==> src/rtl/pp_seq_pkg.sv <==
package pp_seq_pkg;

   localparam int PP_NUM_DOM = 4;
   localparam int DOM_ANA    = 0;
   localparam int DOM_CONV   = 1;
   localparam int DOM_DAC    = 2;
   localparam int DOM_DIG    = 3;

   typedef enum logic [2:0] {
      PH_IDLE  = 3'd0,
      PH_ACQ   = 3'd1,
      PH_CONV  = 3'd2,
      PH_SLEEP = 3'd3,
      PH_READ  = 3'd4
   } pp_phase_e;

   // pulsed domain pattern for each phase, bit order follows DOM_* indices
   function automatic logic [PP_NUM_DOM-1:0] phase_domains(pp_phase_e ph);
      logic [PP_NUM_DOM-1:0] m;
      m = '0;
      case (ph)
         PH_ACQ: begin
            m[DOM_ANA] = 1'b1;
            m[DOM_DAC] = 1'b1;
            m[DOM_DIG] = 1'b1;
         end
         PH_CONV: begin
            m[DOM_CONV] = 1'b1;
            m[DOM_DIG]  = 1'b1;
         end
         PH_READ: m[DOM_DIG] = 1'b1;
         default: m = '0;
      endcase
      return m;
   endfunction

   function automatic logic phase_needs_clk(pp_phase_e ph);
      return (ph == PH_ACQ) || (ph == PH_CONV) || (ph == PH_READ);
   endfunction

endpackage

==> src/rtl/pp_phase_fsm.sv <==
module pp_phase_fsm
   import pp_seq_pkg::*;
(
   input  logic      clk,
   input  logic      rst_n,
   input  logic      acq_start_i,
   input  logic      acq_stop_i,
   input  logic      conv_done_i,
   input  logic      ro_start_i,
   input  logic      ro_done_i,
   output pp_phase_e phase_o,
   output logic      ro_end_o
);

   pp_phase_e ph_q, ph_d;
   logic      end_q;

   always_comb begin
      ph_d = ph_q;
      case (ph_q)
         PH_IDLE: begin
            if (acq_start_i)     ph_d = PH_ACQ;
            else if (ro_start_i) ph_d = PH_READ;
         end
         PH_ACQ:   if (acq_stop_i)  ph_d = PH_CONV;
         PH_CONV:  if (conv_done_i) ph_d = PH_SLEEP;
         PH_SLEEP: if (ro_start_i)  ph_d = PH_READ;
         PH_READ:  if (ro_done_i)   ph_d = PH_IDLE;
         default:  ph_d = PH_IDLE;
      endcase
   end

   always_ff @(posedge clk or negedge rst_n) begin
      if (!rst_n) begin
         ph_q  <= PH_IDLE;
         end_q <= 1'b0;
      end else begin
         ph_q  <= ph_d;
         end_q <= (ph_q == PH_READ) && ro_done_i;
      end
   end

   assign phase_o  = ph_q;
   assign ro_end_o = end_q;


   legal_phase_chk: assert property (@(posedge clk) disable iff (!rst_n)
      ph_q inside {PH_IDLE, PH_ACQ, PH_CONV, PH_SLEEP, PH_READ});


   ro_end_single_chk: assert property (@(posedge clk) disable iff (!rst_n)
      end_q |=> !end_q);


   ro_end_idle_chk: assert property (@(posedge clk) disable iff (!rst_n)
      end_q |-> (ph_q == PH_IDLE));

endmodule

==> src/rtl/pp_domain_ctrl.sv <==
module pp_domain_ctrl
   import pp_seq_pkg::*;
#(
   parameter int NUM_DOM = PP_NUM_DOM
)(
   input  logic               clk,
   input  logic               rst_n,
   input  pp_phase_e          phase_i,
   input  logic [NUM_DOM-1:0] force_on_i,
   input  logic [NUM_DOM-1:0] force_off_i,
   output logic [NUM_DOM-1:0] en_o,
   output logic               aux_o,
   output logic               clk_req_o
);

   if (NUM_DOM != PP_NUM_DOM) begin : g_bad_dom
      $error("pp_domain_ctrl: NUM_DOM must equal the package domain count");
   end

   logic [NUM_DOM-1:0] pulsed;
   logic [NUM_DOM-1:0] eff;
   logic               aux_q;

   assign pulsed = phase_domains(phase_i);

   for (genvar d = 0; d < NUM_DOM; d++) begin : g_dom
      logic q;
      assign eff[d] = !force_off_i[d] && (force_on_i[d] || pulsed[d]);
      always_ff @(posedge clk or negedge rst_n) begin
         if (!rst_n) q <= 1'b0;
         else        q <= eff[d];
      end
      assign en_o[d] = q;
   end

   always_ff @(posedge clk or negedge rst_n) begin
      if (!rst_n) aux_q <= 1'b0;
      else        aux_q <= eff[DOM_ANA] && (phase_i == PH_ACQ);
   end

   assign aux_o     = aux_q;
   assign clk_req_o = !force_off_i[DOM_DIG] &&
                      (force_on_i[DOM_DIG] || phase_needs_clk(phase_i));


   aux_needs_ana_chk: assert property (@(posedge clk) disable iff (!rst_n)
      aux_q |-> en_o[DOM_ANA]);


   aux_only_acq_chk: assert property (@(posedge clk) disable iff (!rst_n)
      aux_q |-> $past(phase_i == PH_ACQ));

endmodule

==> src/rtl/pp_slow_div.sv <==
module pp_slow_div #(
   parameter int SLOW_DIV = 8
)(
   input  logic clk,
   input  logic rst_n,
   output logic lvl_o,
   output logic tick_o,
   output logic low_win_o
);

   localparam int CW   = $clog2(SLOW_DIV);
   localparam int HALF = SLOW_DIV / 2;

   if (SLOW_DIV < 4 || (SLOW_DIV % 2) != 0) begin : g_bad_div
      $error("pp_slow_div: SLOW_DIV must be even and at least 4");
   end

   logic [CW-1:0] cnt_q;

   always_ff @(posedge clk or negedge rst_n) begin
      if (!rst_n)                             cnt_q <= '0;
      else if (cnt_q == CW'(SLOW_DIV - 1))    cnt_q <= '0;
      else                                    cnt_q <= cnt_q + 1'b1;
   end

   assign lvl_o     = (cnt_q < CW'(HALF));
   assign tick_o    = (cnt_q == CW'(SLOW_DIV - 1));
   // reload window: current and following count both in the low half
   assign low_win_o = !lvl_o && !tick_o;

endmodule

==> src/rtl/pp_clk_gate_ctrl.sv <==
module pp_clk_gate_ctrl #(
   parameter int SLOW_DIV = 8,
   parameter int SETTLE   = 4
)(
   input  logic clk,
   input  logic rst_n,
   input  logic req_i,
   input  logic tick_i,
   input  logic low_win_i,
   input  logic slow_lvl_i,
   output logic bias_o,
   output logic fast_en_o,
   output logic slow_en_o
);

   if (SETTLE < 0) begin : g_bad_settle
      $error("pp_clk_gate_ctrl: SETTLE must not be negative");
   end

   logic ready;
   logic bias_q, fast_q, slow_q;

   if (SETTLE == 0) begin : g_nosettle
      assign ready = 1'b1;
   end else begin : g_settle
      localparam int SW      = (SETTLE > 1) ? $clog2(SETTLE) : 1;
      localparam int MIN_WT  = (SETTLE - 1) * SLOW_DIV + 1;
      localparam int WW      = $clog2(SETTLE * SLOW_DIV + 4) + 1;
      localparam int WMAX    = (1 << WW) - 1;

      logic [SW-1:0] cnt_q;
      logic          rdy_q;
      logic [WW-1:0] wait_q;

      always_ff @(posedge clk or negedge rst_n) begin
         if (!rst_n) begin
            cnt_q <= '0;
            rdy_q <= 1'b0;
         end else if (!req_i) begin
            cnt_q <= '0;
            rdy_q <= 1'b0;
         end else if (!rdy_q && tick_i) begin
            if (cnt_q == SW'(SETTLE - 1)) rdy_q <= 1'b1;
            else                          cnt_q <= cnt_q + 1'b1;
         end
      end
      assign ready = rdy_q;

      // cycles spent requesting with the fast gate still shut
      always_ff @(posedge clk or negedge rst_n) begin
         if (!rst_n)                               wait_q <= '0;
         else if (!req_i)                          wait_q <= '0;
         else if (!fast_q && wait_q != WW'(WMAX))  wait_q <= wait_q + 1'b1;
      end


      settle_window_chk: assert property (@(posedge clk) disable iff (!rst_n)
         $rose(fast_q) |-> (wait_q >= WW'(MIN_WT)));
   end

   always_ff @(posedge clk or negedge rst_n) begin
      if (!rst_n) begin
         bias_q <= 1'b0;
         fast_q <= 1'b0;
         slow_q <= 1'b0;
      end else begin
         bias_q <= req_i || fast_q || slow_q;
         fast_q <= req_i && ready;
         if (low_win_i) slow_q <= req_i && ready;
      end
   end

   assign bias_o    = bias_q;
   assign fast_en_o = fast_q;
   assign slow_en_o = slow_q;


   bias_under_clk_chk: assert property (@(posedge clk) disable iff (!rst_n)
      (fast_q || slow_q) |-> bias_q);


   slow_gate_low_chk: assert property (@(posedge clk) disable iff (!rst_n)
      !$stable(slow_q) |-> !slow_lvl_i);

endmodule

==> src/rtl/pp_power_sequencer.sv <==
module pp_power_sequencer
   import pp_seq_pkg::*;
#(
   parameter int SLOW_DIV = 8,
   parameter int SETTLE   = 4
)(
   input  logic                  clk,
   input  logic                  rst_n,
   input  logic                  acq_start_i,
   input  logic                  acq_stop_i,
   input  logic                  conv_done_i,
   input  logic                  ro_start_i,
   input  logic                  ro_done_i,
   input  logic [PP_NUM_DOM-1:0] force_on_i,
   input  logic [PP_NUM_DOM-1:0] force_off_i,
   output logic [PP_NUM_DOM-1:0] pwr_en_o,
   output logic                  rx_bias_en_o,
   output logic                  fast_clk_en_o,
   output logic                  slow_clk_en_o,
   output logic                  slow_clk_o,
   output logic                  aux_rx_en_o,
   output logic                  ro_end_o,
   output logic [2:0]            phase_o
);

   pp_phase_e phase;
   logic      clk_req;
   logic      slow_lvl, slow_tick, slow_win;
   logic      slow_en;

   pp_phase_fsm i_fsm (
      .clk         (clk),
      .rst_n       (rst_n),
      .acq_start_i (acq_start_i),
      .acq_stop_i  (acq_stop_i),
      .conv_done_i (conv_done_i),
      .ro_start_i  (ro_start_i),
      .ro_done_i   (ro_done_i),
      .phase_o     (phase),
      .ro_end_o    (ro_end_o)
   );

   pp_domain_ctrl #(.NUM_DOM(PP_NUM_DOM)) i_dom (
      .clk         (clk),
      .rst_n       (rst_n),
      .phase_i     (phase),
      .force_on_i  (force_on_i),
      .force_off_i (force_off_i),
      .en_o        (pwr_en_o),
      .aux_o       (aux_rx_en_o),
      .clk_req_o   (clk_req)
   );

   pp_slow_div #(.SLOW_DIV(SLOW_DIV)) i_div (
      .clk       (clk),
      .rst_n     (rst_n),
      .lvl_o     (slow_lvl),
      .tick_o    (slow_tick),
      .low_win_o (slow_win)
   );

   pp_clk_gate_ctrl #(.SLOW_DIV(SLOW_DIV), .SETTLE(SETTLE)) i_gate (
      .clk        (clk),
      .rst_n      (rst_n),
      .req_i      (clk_req),
      .tick_i     (slow_tick),
      .low_win_i  (slow_win),
      .slow_lvl_i (slow_lvl),
      .bias_o     (rx_bias_en_o),
      .fast_en_o  (fast_clk_en_o),
      .slow_en_o  (slow_en)
   );

   assign slow_clk_en_o = slow_en;
   assign slow_clk_o    = slow_lvl && slow_en;
   assign phase_o       = phase;


   sleep_no_clk_chk: assert property (@(posedge clk) disable iff (!rst_n)
      ($past(phase == PH_SLEEP) && phase == PH_SLEEP && !force_on_i[DOM_DIG]
       && $past(!force_on_i[DOM_DIG])) |=> !fast_clk_en_o);

endmodule

==> config.mk <==
export PLATFORM = sky130hd
export DESIGN_NAME = pp_power_sequencer
export DESIGN_NICKNAME = d
export VERILOG_FILES = /design/src/rtl/pp_seq_pkg.sv /design/src/rtl/pp_phase_fsm.sv /design/src/rtl/pp_domain_ctrl.sv /design/src/rtl/pp_slow_div.sv /design/src/rtl/pp_clk_gate_ctrl.sv /design/src/rtl/pp_power_sequencer.sv
export SDC_FILE = /design/constraint.sdc
export NUM_CORES = 1
export LEC_CHECK = 0
export CAP_MARGIN = 30
export CORE_MARGIN = 5
export CORE_UTILIZATION = 44
export DETAILED_ROUTE_END_ITERATION = 10
export GPL_ROUTABILITY_DRIVEN = 0
export PLACE_DENSITY = 0.87
export RECOVER_POWER = 25
export SYNTH_ARGS = -nofsm -noshare
export SYNTH_HDL_FRONTEND = slang
export SYNTH_SLANG_ARGS = --single-unit
==> constraint.sdc <==
create_clock -name clk -period 1.7 [get_ports clk]
set_clock_uncertainty 0.2 [all_clocks]
set_input_delay 0.34 -clock clk [delete_from_list [all_inputs] [get_ports clk]]
set_output_delay 0.34 -clock clk [all_outputs]
set_load 0.005 [all_outputs]
# Word-level counts from Yosys, hierarchy flattened
# Cells that the tools add are included.
# totals
ram_bits	0
latchBits	0
mem_count	0
mem_bits_ro	0
register_bits	18
wordCells	76
# classes
magnitude_cmp	1
div_mod_pow	0
n_eq_ne	12
n_mux	16
n_reduce_logical	32
bitwise_logic	0
shift	0
multipliers	0
n_addsub	2
# op_table
operator	count
$mux 3	6
$pmux 3 s5	1
$ne 2x2->1 const B	6
$logic_and 1x1->1	11
$logic_or 1x1->1	9
$logic_not 1->1	7
$eq 3x2->1 const B	2
$eq 3x3->1 const B	2
$mux 1	6
$mux 2	3
$reduce_and 2->1	2
$add 3x1->3 const B	1
$eq 3x1->1 const B	1
$logic_not 3->1	1
$lt 3x3->1 const B	1
$reduce_and 3->1	1
$reduce_or 3->1	1
$add 2x1->2 const B	1
$eq 2x2->1 const B	1

# Longest topological paths before layout
# logic_depth
word_depth	7
depth_mapped	5
depth_no_buf	5

# Modules after synthesis
# Synthesis repeated with hierarchy kept, for this count alone.
# hier_totals
cells_unflattened	71
area_unflattened_um2	823.3
# modules_own_cells
module	area_per_inst_um2	cells_each	instances
pp_clk_gate_ctrl	254.0	19	1
pp_domain_ctrl	236.5	22	1
pp_phase_fsm	198.9	19	1
pp_slow_div	127.6	10	1
pp_power_sequencer	6.3	1	1

# Worst setup path before layout
# Ideal clock, no wire load.
# synth_path
kind	register to register
startpoint	register i_div.cnt_q[0]
endpoint	register i_gate.g_settle.cnt_q[1]
t_required_ns	1.362
slack_ns	0.210
n_path_buf	0
stages_incl_launch_ff	6
setup_ns	0.138
t_arrival_ns	1.152
cell_sequence	dfrtp_1 -> ha_1 -> ha_1 -> nor3b_2 -> mux2i_1 -> nor3_1
# synth_between
elab_chain_cells	4
# synth_lines
item	line_no	source
from (decl)	pp_slow_div.sv:18	logic [CW-1:0] cnt_q;
from (signal assigned)	pp_slow_div.sv:23	else cnt_q <= cnt_q + 1'b1;
$eq 3x3->1	pp_slow_div.sv:27	assign tick_o = (cnt_q == CW'(SLOW_DIV - 1));
$logic_and 1x1->1	pp_clk_gate_ctrl.sv:42	end else if (!rdy_q && tick_i) begin
$ne 2x2->1 (no line)	n/a	
$reduce_and 2->1 (no line)	n/a	
to (signal assigned)	pp_clk_gate_ctrl.sv:44	else cnt_q <= cnt_q + 1'b1;
to (decl)	pp_clk_gate_ctrl.sv:31	logic [SW-1:0] cnt_q;
# Every way passes these cells.
# A chain may end at the register's enable or synchronous reset.

# Worst setup path after layout
# layout_path
startpoint	register i_dom.g_dom[0].q
endpoint	output pwr_en_o[0]
# layout_rtl
item	line_no	source
from (decl)	pp_domain_ctrl.sv:27	logic q;
from (signal assigned)	pp_domain_ctrl.sv:31	else q <= eff[d];
to (decl)	pp_power_sequencer.sv:16	output logic [PP_NUM_DOM-1:0] pwr_en_o,
# No word-level cell between the ends.

==> results.yml <==
clock_tree:
  hold_buffers: 0
  clock_sinks: 18
  clock-root-buffer: "clkbuf_4"
  cts_tree: "yes"
  path_clk_slew_ns: 0.09
  h-tree-depth: 1
  cts_buffers: 3
  clock_path_buffers: 2
  clock_latency_ns: 0.28
yosys:
  synth_ff_type: "dfrtp_1"
  async_flop_share_pct: 100
  synthesis.area_um2: 848
  netlist_instances: 74
  synth-edff-count: 0
  yosysTopAreaCell: "dfrtp_1"
  synth_warnings: 0
  yosys_register_bits: 18
  syn-num-nets: 93
  ys_types: 26
  synth_top_area_share_pct: 53.1
  ys_seq_area_share_pct: 53.1
  synth_area_per_cell_um2: 11.5
  synth_area_leaders: "dfrtp_1 53%, ha_1 5.9%, buf_4 5.3%"
final_layout:
  final_util_pct: 67.7
  nets: 128
  synthToLayoutAreaGrowth_pct: 42.3
  fill_cells: 134
  drive_gt1_share_pct: 18.7
  antenna_cells: 0
  mostFrequentLayoutCell: "clkdlybuf4s50_1"
  layout_common_cells: "21 x clkdlybuf4s50_1, 18 x dfrtp_1, 12 x nor2_1, 8 x buf_4"
sta:
  finalHoldViolCount: 0
  rsz0062_at_grt: "false"
  drv_slew: 0
  slew_headroom_pct: 39.8
  period_share_pct: 97.5
  fmax_mhz: 603
  worst_slew_pin_slew_ns: 0.903
  setup_ws_ns: 0.0420
  period_needed_ns: 1.66
  setup_violations: 0
floorplan:
  die-area_mm2: 0.00291
  rows: 15
  die_width_um: 53.9
  start_util_pct: 47.6
  chipHeight_um: 53.9
  io_pins: 28
  core_mm2: 0.00178
worst_setup_path:
  cp.required_ns: 1.16
  start_kind: "flop"
  crit_type: "flop to output pin"
  crit_chain: "clkdlybuf4s50_1"
  cp_top_family: "buffers and inverters"
  critical_path_buf_inv_count: 1
  cp_slowest_cell: "clkdlybuf4s50_1"
  end_kind: "output pin"
  cp_max_fo: 1
  arrival_ns: 1.12
  critical-path-max-stage-delay_ns: 0.49
job:
  maxCapViolCount: 0
route:
  wirelength_um: 1810
  dr.first_iter.drc_count: 12
  antenna_left: 0
  wire_per_inst_um: 13.7
  drc: 0
  vias_per_cell: 4.98
  vias: 658
  dr.pass1.iters: 4
global_routing:
  grt_start_max_net_pins: 19
  antenna_found_initial: 0
  grt_usage_pct: 13.7
  overflow: 0
  grt_pass1_vias: 637
  grt_pass1_wl_um: 2770
pwr:
  power.switching_w: 0.000426
  powerDensity_mw_per_mm2: 1120
  p_leak_nw: 0.576
  ir_drop_v: 0.000548
  p_comb_share_pct: 45.8
  power_w: 0.00135
  p_clk_share_pct: 14.8
  seqPwrFrac_pct: 39.3
  switching_share_pct: 31.6
  p_int_w: 0.000924
worst_hold_path:
  hp-class: "flop to flop"
placement:
  port_buffers: 27
  dp.final_hpwl_um: 1220
  pre_cts_ws_ns: -0.0463
run_status:
  status: "finished, final reports clean"
==> synth_stat cells, drive strengths merged, types with 2 or more instances <==
cell type	number
nor3b	3
dfrtp	18
nand2	3
nor2	12
ha	4
inv	2
buf	7
nor2b	3
nor3	3
a21oi	4
nand2b	2
mux2i	2
==> stage by stage <==
| step | setup TNS, ns | area [um2] | hold WS [ns] | cells |
|---|---|---|---|---|
| after global placement | -0.00637 | 1120 | 0.214 | 123 |
| after CTS | 0 | 1160 | 0.180 | 129 |
| final | 0 | 1210 | 0.347 | 132 |
| after global routing | 0 | 1210 | 0.371 | 132 |
| after floorplan | 0 | 848 | -0.156 | 74 |
| after detailed placement | -0.0545 | 1120 | 0.222 | 123 |
==> sequential cells by signal, summed over array words and instances (netlist names) <==
name,cells
i_gate.fast_en_o,1
i_dom.aux_o,1
i_gate.g_settle.cnt_q,2
i_gate.bias_o,1
i_fsm.phase_o,3
i_gate.g_settle.rdy_q,1
i_div.cnt_q,3
i_fsm.ro_end_o,1
i_dom.g_dom.q,4
i_gate.slow_en_o,1
==> power by group through the flow <==
stage               Clock (W)  Combinational (W)  Sequential, W
CTS                  0.000202           0.000598       0.000531
global route         0.000230           0.000677       0.000538
global placement            0           0.000545       0.000552
finish               0.000200           0.000619       0.000531
floorplan                   0           0.000366       0.000546
detailed placement          0           0.000561       0.000554
==> logic make-up (layout without fill, tap and decap cells) <==
logic type,Yosys count,count (layout),synth area share (%)
XOR/XNOR,1,1,1.03
adder cells (fa/ha/maj),4,4,5.90
AO/OA/AOI/OAI,10,10,8.55
buffers and inverters,9,42,7.52
AND/OR/NAND/NOR,30,30,21.5
multiplexers,2,2,2.36
flip-flops,18,18,53.1
==> path summary, 6_finish.rpt <==
kind                                          to  slack, ns             start  depth (start not counted)
min in group asynchronous       i_dom.g_dom[3].q       0.42             rst_n                          2
setup / recovery                     pwr_en_o[0]       0.04  i_dom.g_dom[0].q                          1
hold reg to reg                   i_div.cnt_q[0]       0.35    i_div.cnt_q[0]                          2
hold / removal                    i_div.cnt_q[0]       0.35    i_div.cnt_q[0]                          2
setup reg to reg                i_gate.slow_en_o       0.07  i_fsm.phase_o[2]                          6
max in group asynchronous  i_gate.g_settle.rdy_q       0.33             rst_n                          2
==> worst min-delay path, delay by kind of cell (launching register included) <==
| family | cells | cell delay, ns |
|---|---|---|
| flops | 1 | 0.36 |
| buf+inv | 1 | 0.12 |
| simple gates | 1 | 0.04 |
==> per-layer routing <==
metal | global-route usage, % | vias to the layer above | routed length, um
li1 | - | 315 | -
met1 | 17.1 | 314 | 768
met2 | 21.2 | 25 | 888
met3 | 2.77 | 4 | 117
met4 | 8.94 | 0 | 37
met5 | 0 | - | 0
==> what timing repair did <==
item,in CTS,in global routing
endpoints found under the hold margin,0,0
gates resized for setup,4,6
buffers inserted,3,3
pin swaps,0,1
setup endpoints to repair,5,9
==> layout make-up <==
type                            count  area [um2]  share of cell area [%]
Multi-Input combinational cell     47         350                    29.0
Clock buffer                        3        22.5                    1.87
Timing Repair Buffer               37         345                    28.6
Sequential cell                    18         450                    37.3
Tap cell                           25        31.3                    2.59
Inverter                            2        7.51                   0.622
No activity file was read; power rests on OpenSTA's default activity.
